==> src/rtl/agu_pkg.sv <==
package agu_pkg;

  typedef enum logic [2:0] {
    AM_POST_INC = 3'd0,
    AM_POST_DEC = 3'd1,
    AM_POST_MOD = 3'd2,
    AM_PRE_MOD  = 3'd3,
    AM_CIRC     = 3'd4,
    AM_BREV     = 3'd5,
    AM_PRE_INC  = 3'd6,
    AM_PRE_DEC  = 3'd7
  } agu_mode_e;

endpackage

==> src/rtl/agu_step.sv <==
module agu_step
  import agu_pkg::*;
#(
  parameter int AW = 16,
  localparam int RW = $clog2(AW + 1)
) (
  input  logic [AW-1:0] ptr_q,
  input  logic [AW-1:0] mod_q,
  input  agu_mode_e     mode,
  input  logic [AW-1:0] buf_base,
  input  logic [AW-1:0] buf_len,
  input  logic [RW-1:0] rev_width,
  output logic [AW-1:0] addr_nxt,
  output logic [AW-1:0] ptr_nxt,
  output logic [AW-1:0] rev_mask
);

  // carry runs from the top selected bit down to bit 0
  function automatic logic [AW-1:0] rev_carry_add(input logic [AW-1:0] a,
                                                 input logic [AW-1:0] b,
                                                 input logic [RW-1:0] w);
    logic [AW-1:0] r;
    logic c;
    r = a;
    c = 1'b0;
    for (int i = AW - 1; i >= 0; i--) begin
      if (i < int'(w)) begin
        r[i] = a[i] ^ b[i] ^ c;
        c    = (a[i] & b[i]) | (c & (a[i] ^ b[i]));
      end
    end
    return r;
  endfunction

  // signed step folded back into [base, base+len-1]
  function automatic logic [AW-1:0] circ_add(input logic [AW-1:0] p,
                                            input logic [AW-1:0] s,
                                            input logic [AW-1:0] base,
                                            input logic [AW-1:0] len);
    logic signed [AW+1:0] sum, lo, hi, ln;
    sum = $signed({2'b00, p}) + $signed({{2{s[AW-1]}}, s});
    lo  = $signed({2'b00, base});
    ln  = $signed({2'b00, len});
    hi  = lo + ln - 1;
    if (!s[AW-1] && (sum > hi))      sum = sum - ln;
    else if (s[AW-1] && (sum < lo))  sum = sum + ln;
    return sum[AW-1:0];
  endfunction

  for (genvar g = 0; g < AW; g++) begin : g_mask
    assign rev_mask[g] = (g < int'(rev_width));
  end

  always_comb begin
    addr_nxt = ptr_q;
    ptr_nxt  = ptr_q;
    unique case (mode)
      AM_POST_INC: ptr_nxt = ptr_q + 1'b1;
      AM_POST_DEC: ptr_nxt = ptr_q - 1'b1;
      AM_POST_MOD: ptr_nxt = ptr_q + mod_q;
      AM_PRE_MOD: begin
        ptr_nxt  = ptr_q + mod_q;
        addr_nxt = ptr_nxt;
      end
      AM_CIRC:     ptr_nxt = circ_add(ptr_q, mod_q, buf_base, buf_len);
      AM_BREV:     ptr_nxt = rev_carry_add(ptr_q, mod_q, rev_width);
      AM_PRE_INC: begin
        ptr_nxt  = ptr_q + 1'b1;
        addr_nxt = ptr_nxt;
      end
      AM_PRE_DEC: begin
        ptr_nxt  = ptr_q - 1'b1;
        addr_nxt = ptr_nxt;
      end
      default: ;
    endcase
  end

endmodule

==> src/rtl/agu_regs.sv <==
module agu_regs #(
  parameter int AW = 16
) (
  input  logic          clk,
  input  logic          rst_n,
  input  logic          ptr_ld,
  input  logic [AW-1:0] ptr_val,
  input  logic          mod_ld,
  input  logic [AW-1:0] mod_val,
  input  logic          take_req,
  input  logic [AW-1:0] ptr_nxt,
  output logic [AW-1:0] ptr_q,
  output logic [AW-1:0] mod_q
);

  always_ff @(posedge clk) begin
    if (!rst_n) begin
      ptr_q <= '0;
      mod_q <= '0;
    end else begin
      if (ptr_ld)        ptr_q <= ptr_val;
      else if (take_req) ptr_q <= ptr_nxt;
      if (mod_ld)        mod_q <= mod_val;
    end
  end

  a_r2_ptr_load: assert property (@(posedge clk) disable iff (!rst_n)
    ptr_ld |=> ptr_q == $past(ptr_val));
  a_r9_mod_load: assert property (@(posedge clk) disable iff (!rst_n)
    mod_ld |=> mod_q == $past(mod_val));
  a_r3_idle_hold: assert property (@(posedge clk) disable iff (!rst_n)
    (!ptr_ld && !take_req) |=> ptr_q == $past(ptr_q));

endmodule

==> src/rtl/agu_out.sv <==
module agu_out #(
  parameter int AW = 16
) (
  input  logic          clk,
  input  logic          rst_n,
  input  logic          take_req,
  input  logic [AW-1:0] addr_nxt,
  output logic [AW-1:0] addr_q,
  output logic          vld_q
);

  always_ff @(posedge clk) begin
    if (!rst_n) begin
      addr_q <= '0;
      vld_q  <= 1'b0;
    end else begin
      vld_q <= take_req;
      if (take_req) addr_q <= addr_nxt;
    end
  end

  a_r3_vld_after_req: assert property (@(posedge clk) disable iff (!rst_n)
    take_req |=> vld_q);
  a_r3_no_vld_without_req: assert property (@(posedge clk) disable iff (!rst_n)
    !take_req |=> !vld_q);

endmodule

==> src/rtl/dsp_agu.sv <==
module dsp_agu
  import agu_pkg::*;
#(
  parameter int AW = 16,
  localparam int RW = $clog2(AW + 1)
) (
  input  logic          clk,
  input  logic          rst_n,
  input  logic          ptr_ld,
  input  logic [AW-1:0] ptr_val,
  input  logic          mod_ld,
  input  logic [AW-1:0] mod_val,
  input  logic [2:0]    mode,
  input  logic [AW-1:0] buf_base,
  input  logic [AW-1:0] buf_len,
  input  logic [RW-1:0] rev_width,
  input  logic          req,
  output logic [AW-1:0] addr,
  output logic          addr_vld
);

  agu_mode_e     mode_e;
  logic          take_req;
  logic [AW-1:0] ptr_q, mod_q, ptr_nxt, addr_nxt, rev_mask;

  assign mode_e   = agu_mode_e'(mode);
  assign take_req = req & ~ptr_ld;

  agu_regs #(.AW(AW)) u_regs (
    .clk(clk), .rst_n(rst_n),
    .ptr_ld(ptr_ld), .ptr_val(ptr_val),
    .mod_ld(mod_ld), .mod_val(mod_val),
    .take_req(take_req), .ptr_nxt(ptr_nxt),
    .ptr_q(ptr_q), .mod_q(mod_q)
  );

  agu_step #(.AW(AW)) u_step (
    .ptr_q(ptr_q), .mod_q(mod_q), .mode(mode_e),
    .buf_base(buf_base), .buf_len(buf_len), .rev_width(rev_width),
    .addr_nxt(addr_nxt), .ptr_nxt(ptr_nxt), .rev_mask(rev_mask)
  );

  agu_out #(.AW(AW)) u_out (
    .clk(clk), .rst_n(rst_n),
    .take_req(take_req), .addr_nxt(addr_nxt),
    .addr_q(addr), .vld_q(addr_vld)
  );

  // named events for the checks below
  logic          ev_post_inc, ev_circ, ev_brev, ptr_in_buf, step_fits;
  logic [AW:0]   buf_top;
  logic [AW-1:0] step_mag;

  assign ev_post_inc = take_req && (mode_e == AM_POST_INC);
  assign ev_circ     = take_req && (mode_e == AM_CIRC);
  assign ev_brev     = take_req && (mode_e == AM_BREV);
  assign buf_top     = {1'b0, buf_base} + {1'b0, buf_len};
  assign ptr_in_buf  = (ptr_q >= buf_base) && ({1'b0, ptr_q} < buf_top);
  assign step_mag    = mod_q[AW-1] ? (~mod_q + 1'b1) : mod_q;
  assign step_fits   = (step_mag <= buf_len) && (buf_len != '0);

  a_r4_post_inc: assert property (@(posedge clk) disable iff (!rst_n)
    ev_post_inc |=> (addr == $past(ptr_q)) && (ptr_q == $past(ptr_q) + 1'b1));
  a_r7_stay_in_buf: assert property (@(posedge clk) disable iff (!rst_n)
    (ev_circ && ptr_in_buf && step_fits) |=>
      (!$stable(buf_base) || !$stable(buf_len) || ptr_in_buf));
  a_r8_upper_kept: assert property (@(posedge clk) disable iff (!rst_n)
    ev_brev |=> ((ptr_q & ~$past(rev_mask)) == ($past(ptr_q) & ~$past(rev_mask))));
  a_r2_load_no_addr: assert property (@(posedge clk) disable iff (!rst_n)
    ptr_ld |=> !addr_vld);

endmodule

==> config.mk <==
export PLATFORM = sky130hd
export DESIGN_NAME = dsp_agu
export DESIGN_NICKNAME = d
export VERILOG_FILES = /design/src/rtl/agu_pkg.sv /design/src/rtl/agu_step.sv /design/src/rtl/agu_regs.sv /design/src/rtl/agu_out.sv /design/src/rtl/dsp_agu.sv
export SDC_FILE = /design/constraint.sdc
export NUM_CORES = 1
export LEC_CHECK = 0
export CAP_MARGIN = 20
export CORE_ASPECT_RATIO = 1.75
export CORE_MARGIN = 5
export CORE_UTILIZATION = 60
export DETAILED_ROUTE_END_ITERATION = 7
export PLACE_DENSITY = 0.85
export RECOVER_POWER = 25
export SYNTH_ARGS = -nofsm -noshare
export SYNTH_HDL_FRONTEND = slang
export SYNTH_SLANG_ARGS = --single-unit
export TNS_END_PERCENT = 50
==> constraint.sdc <==
create_clock -name clk -period 17.95 [get_ports clk]
set_clock_uncertainty 0.2 [all_clocks]
set_input_delay 2.6925 -clock clk [delete_from_list [all_inputs] [get_ports clk]]
set_output_delay 2.6925 -clock clk [all_outputs]
set_load 0.1 [all_outputs]
After elaboration in Yosys (flattened, before gate mapping)
Cells that the tools add are included.

Bits in registers: 49. Input bits: 77. Output and inout bits: 17. Word-level logic and storage cells: 220.

Add/sub/neg operators: 8. Magnitude comparators: 18. Equal/unequal tests: 23. Muxes and demuxes: 52. Bitwise gates (word level): 76. Reductions and logical operators: 24.

Operators with widths (number): 16-bit one-hot mux with 5 select lines (1); 16-bit two-way mux (4); 3-bit != test, second input constant (16); 16-bit one-hot mux with 3 select lines (1); 1-bit two-way mux (46); 4-bit by 5-bit less-than comparator with 1-bit output, first input constant (8); 16-bit adder (2); 2-bit AND reduction (16); 1-bit XOR (31); 1-bit bitwise AND (30); 3-bit by 5-bit less-than comparator with 1-bit output, first input constant (4); 17-bit by 16-bit adder with 18-bit output (1); 18-bit > comparator (1); 18-bit by 17-bit less-than comparator with 1-bit output (1); 18-bit by 2-bit subtractor with 18-bit output, second input constant (1); 16-bit by 16-bit adder with 17-bit output (1); 16-bit by 1-bit adder with 16-bit output, second input constant (1); 16-bit by 1-bit subtractor with 16-bit output, second input constant (1); 16-bit subtractor (1); 1-bit bitwise OR (14); 3-bit equality test, second input constant (4); 1-bit by 5-bit less-than comparator with 1-bit output, first input constant (2); 2-bit by 5-bit less-than comparator with 1-bit output, first input constant (2); 3-bit by 2-bit equality test with 1-bit output, second input constant (2); 7 further kinds (10).

Longest topological paths before layout
Depth in word-level cells: 64. Mapped depth: 37. Mapped depth without buffers: 37.

By module
Synthesis repeated with hierarchy kept, for this count alone.

Cells, all modules: 1209. Area total of the unflattened synthesis: 8968.6 µm².

By module, submodules not included: agu_step (times used 1, cells each 1033, area an instance 6862.8 µm²); agu_regs (times used 1, cells each 122, area an instance 1448.9 µm²); agu_out (times used 1, cells each 53, area an instance 643.1 µm²); dsp_agu (times used 1, cells each 1, area an instance 13.8 µm²).

Worst setup path before layout
OpenSTA, ideal clock, no wires.

Path type: input-to-reg. Start: in rev_width[4]. End: reg u_regs.ptr_q[0]. Arrival: 12.095 ns. Path slack: 5.524 ns. Stages: 37. Buffers on the path: 1. Path through: clkbuf_1 -> nand2_1 -> fa_1 -> or2_2 -> fa_1 -> or2_2 -> fa_1 -> or2_2 -> fa_1 -> or2_2 -> fa_1 -> or2_2 -> fa_1 -> nand2b_1 -> fa_1 -> o21bai_1 -> fa_1 -> or2_2 -> fa_1 -> or2_2 -> fa_1 -> a21o_1 -> fa_1 -> nand2b_1 -> fa_1 -> or2_2 -> fa_1 -> a21o_1 -> fa_1 -> a21oi_1 -> xnor2_1 -> a21oi_1 -> a31oi_1 -> or3_1 -> a21oi_1 -> o211a_1 -> nor3_1.

Word-level cells in the longest chain between the ends: 64.

RTL lines: start: declaration (line dsp_agu.sv:16) `input logic [RW-1:0] rev_width,`; 4-bit by 5-bit less-than comparator with 1-bit output; 1-bit two-way mux (line agu_step.sv:27) `if (i < int'(w)) begin`; 1-bit two-way mux (line agu_step.sv:57) `unique case (mode)`; 1-bit bitwise AND (line agu_step.sv:29) `c = (a[i] & b[i]) | (c & (a[i] ^ b[i]));`; 1-bit bitwise OR (line agu_step.sv:29); 1-bit two-way mux (line agu_step.sv:27); 1-bit two-way mux (line agu_step.sv:57); 1-bit bitwise AND (line agu_step.sv:29); [48 not listed]; 1-bit bitwise OR (line agu_step.sv:29); 1-bit two-way mux (line agu_step.sv:27); 1-bit two-way mux (line agu_step.sv:57); 1-bit XOR (line agu_step.sv:28) `r[i] = a[i] ^ b[i] ^ c;`; 1-bit two-way mux (line agu_step.sv:27); 16-bit one-hot mux with 5 select lines (line agu_step.sv:57); 16-bit two-way mux (line agu_regs.sv:22) `else if (take_req) ptr_q <= ptr_nxt;`; 16-bit two-way mux (line agu_regs.sv:21) `if (ptr_ld) ptr_q <= ptr_val;`; end signal: assignment (line agu_regs.sv:21); end signal: assignment (line agu_regs.sv:22); end: declaration (line agu_regs.sv:12) `output logic [AW-1:0] ptr_q,`.

Parallel ways exist; a longest one is shown, timed or not. The select of a mux whose other input is x is not followed. A chain may end at the register's enable or synchronous reset.

Final worst setup path
Same ends and word-level chain as after synthesis.

==> flow_summary.json <==
{
  "synth.area.mux_share": 0.0238,
  "rsz0062_at_grt": "no",
  "start_util": 0.607,
  "drt_pass1_iterations": 5,
  "areaGrowthSynthToFinish_pct": 15.1,
  "clock_sinks": 49,
  "grt-ovfl-total": 0,
  "outcome": "finished, final reports clean",
  "synth_xor_area_frac": 0.0813,
  "worst_path_max_delay_cell": "clkdlybuf4s50_1",
  "synth_top_area_frac": 0.153,
  "yosys-top-cells-count": "103 x nor2_1, 99 x ha_1, 97 x inv_1",
  "synth_area_leaders": "ha_1 15%, dfxtp_1 12%, xnor2_1 6.6%",
  "synth-main-ff-cell": "dfxtp_1",
  "core_um2": 13300,
  "yosysTopAreaCell": "ha_1",
  "topRoutingLayerUsed": "met4",
  "synth-compound-area-share": 0.314,
  "drt_wl_total_mm": 25.5,
  "fp.dieH_um": 164,
  "post_cts_buffers": 0,
  "tightest_slew_ns": 1.00,
  "report.power.total_uw": 620,
  "grt_max_degree": 42,
  "wl_per_cell_um": 18.9,
  "postSynth.asyncResetShare": 0,
  "hold_buffers": 0,
  "finalSetupViolations": 0,
  "dieWidth_um": 97.7,
  "ys.warnings.count": 0,
  "hp-class": "flop to flop",
  "synth_nets": 1309,
  "vdd_drop_max_v": 0.0000320,
  "synth_top_family_by_area": "compound AO/OA/AOI/OAI gates",
  "nets": 1370,
  "final_antenna_net_count": 0,
  "synth_seq_cells": 49,
  "cts_tree": "done",
  "htreeDepth": 2,
  "drc": 0,
  "ioPinCount": 94,
  "wl_met3_mm": 1.70,
  "cp-end-kind": "flop",
  "drv_cap": 0,
  "grt_pass1_vias": 8504,
  "synth_cell_types": 78,
  "drt_iter0_drc": 627,
  "period_needed_ns": 13.09,
  "vias_per_cell": 6.47,
  "synth_fa_ha_area_frac": 0.198,
  "antenna_cells": 0,
  "power_density_nw_per_um2": 66.7,
  "synthCells": 1115,
  "slowest_delay_ns": 0.75,
  "numCtsBuffers": 5,
  "slew_headroom": 0.329,
  "insertion_delay_ns": 0.30,
  "path_clk_slew_ns": 0.08,
  "cts_max_path_buffers": 2,
  "grt_pass1_wl_mm": 40.4,
  "met2_length_mm": 13.0,
  "drive_gt1_frac": 0.0433,
  "crit_top_cell": "fa_1",
  "die_area_um2": 16000,
  "syn-cell-area_um2": 8080,
  "root_buffer": "clkbuf_16",
  "synth-simple-area-share": 0.192,
  "finalMaxSlewViolations": 0,
  "antenna_found_initial": 0,
  "synth_edf_count": 0,
  "finalCritPeriodShare": 0.729,
  "grt_util_all_layers": 0.312,
  "finalHoldViolCount": 0,
  "placementRows": 56,
  "gp_congestion": 1.00,
  "num_vias": 8746,
  "yosysMostFrequentCell": "nor2_1",
  "arrival_ns": 13.07,
  "worstPathRequired_ns": 17.92,
  "clock.fmax_ghz": 0.0764,
  "dp_hpwl_mm": 20.8,
  "fillers": 1148,
  "p_leak_nw": 3.84,
  "cp_max_fo": 14,
  "cts_resized": 0,
  "holdWs_ns": 0.248,
  "finalSetupTns_ns": 0,
  "yosysSeqAreaShare": 0.121,
  "wl_met1_mm": 8.56,
  "startpoint_type": "primary input",
  "synth.avg_cell_area_um2": 7.25,
  "critPathKind": "primary input to flop",
  "port-buffer-count": 93
}
==> layout by cell type (no fill, tap or decap), types with 8 or more instances in the layout <==
cell / n
a211oi_1: 19
a21o_1: 19
a21oi_1: 96
a22o_1: 8
a22oi_1: 17
a31oi_1: 19
buf_4: 13
clkdlybuf4s50_1: 92
dfxtp_1: 49
fa_1: 18
ha_1: 99
inv_1: 97
mux2i_1: 17
nand2_1: 84
nand2b_1: 16
nand3_1: 20
nand4_1: 9
nor2_1: 103
nor2b_1: 13
nor3_1: 32
nor4_1: 12
o21a_1: 11
o21ai_0: 66
o21ai_1: 8
o21bai_1: 8
o221ai_1: 8
o22ai_1: 13
o31ai_1: 11
or2_2: 12
xnor2_1: 61
xor2_1: 14
==> routing by layer <==
layer | global-route usage | vias up
met5 | 0 | -
met4 | 0.250 | 0
met3 | 0.0316 | 139
met2 | 0.582 | 438
met1 | 0.308 | 3992
li1 | - | 4177
==> flip-flops by register name, summed over array words and instances (netlist names) <==
signal / flops
u_out.vld_q: 1
u_regs.mod_q: 16
u_regs.ptr_q: 16
u_out.addr_q: 16
==> metrics by stage <==
| stage | instances | worst slack (ns) | cell area, um2 | utilization |
|---|---|---|---|---|
| after CTS | 1351 | 4.94 | 9300 | 0.698 |
| final | 1351 | 4.86 | 9300 | 0.698 |
| after floorplan | 1115 | 5.52 | 8080 | - |
| after detailed placement | 1343 | 4.59 | 9160 | 0.688 |
| after global routing | 1351 | 4.53 | 9300 | 0.698 |
| after global placement | 1342 | 4.74 | 9150 | 0.687 |
==> worst max-delay path, delay by kind of cell <==
| kind | cells | cell delay, ns |
|---|---|---|
| AOI/OAI and AO/OA | 8 | 1.24 |
| xor gates and xnor gates | 1 | 0.08 |
| adders and majority gates | 14 | 4.97 |
| buffers and inverters | 1 | 0.75 |
| and+or+nand+nor | 13 | 3.34 |
==> cell type report <==
type / instances / area (um2) / share of cell area
sequential: 49 / 981 / 0.105
inverter: 98 / 368 / 0.0396
clock buffer: 6 / 129 / 0.0139
tap: 174 / 218 / 0.0234
multi-input combinational: 916 / 6560 / 0.705
timing repair buffer: 106 / 1030 / 0.111
clock inverter: 2 / 15.0 / 0.00161
==> final timing paths <==
path	from	end	slack [ns]	cells after the start
min reg2reg	u_out.addr_q[11]$_SDFFE_PN0P_	u_out.addr_q[11]$_SDFFE_PN0P_	0.25	2
max reg2reg	u_regs.mod_q[15]$_SDFFE_PN0P_	u_regs.ptr_q[0]$_SDFFE_PN0P_	7.10	37
min	u_out.addr_q[11]$_SDFFE_PN0P_	u_out.addr_q[11]$_SDFFE_PN0P_	0.25	2
max	rev_width[4]	u_regs.ptr_q[0]$_SDFFE_PN0P_	4.86	37
==> where the power goes <==
| group | switching, mW | internal, mW |
|---|---|---|
| Clock | 0.0447 | 0.0518 |
| Sequential | 0.0127 | 0.117 |
| Combinational | 0.232 | 0.162 |
==> cells by family (layout without fill, tap and decap cells) <==
group	Yosys count	after routing
AO/OA/AOI/OAI	379	379
AND/OR/NAND/NOR	326	326
buffers and inverters	150	212
adder cells (fa/ha/maj)	117	117
XOR/XNOR	75	75
flip-flops	49	49
multiplexers	19	19
(Power assumes the default switching activity.)
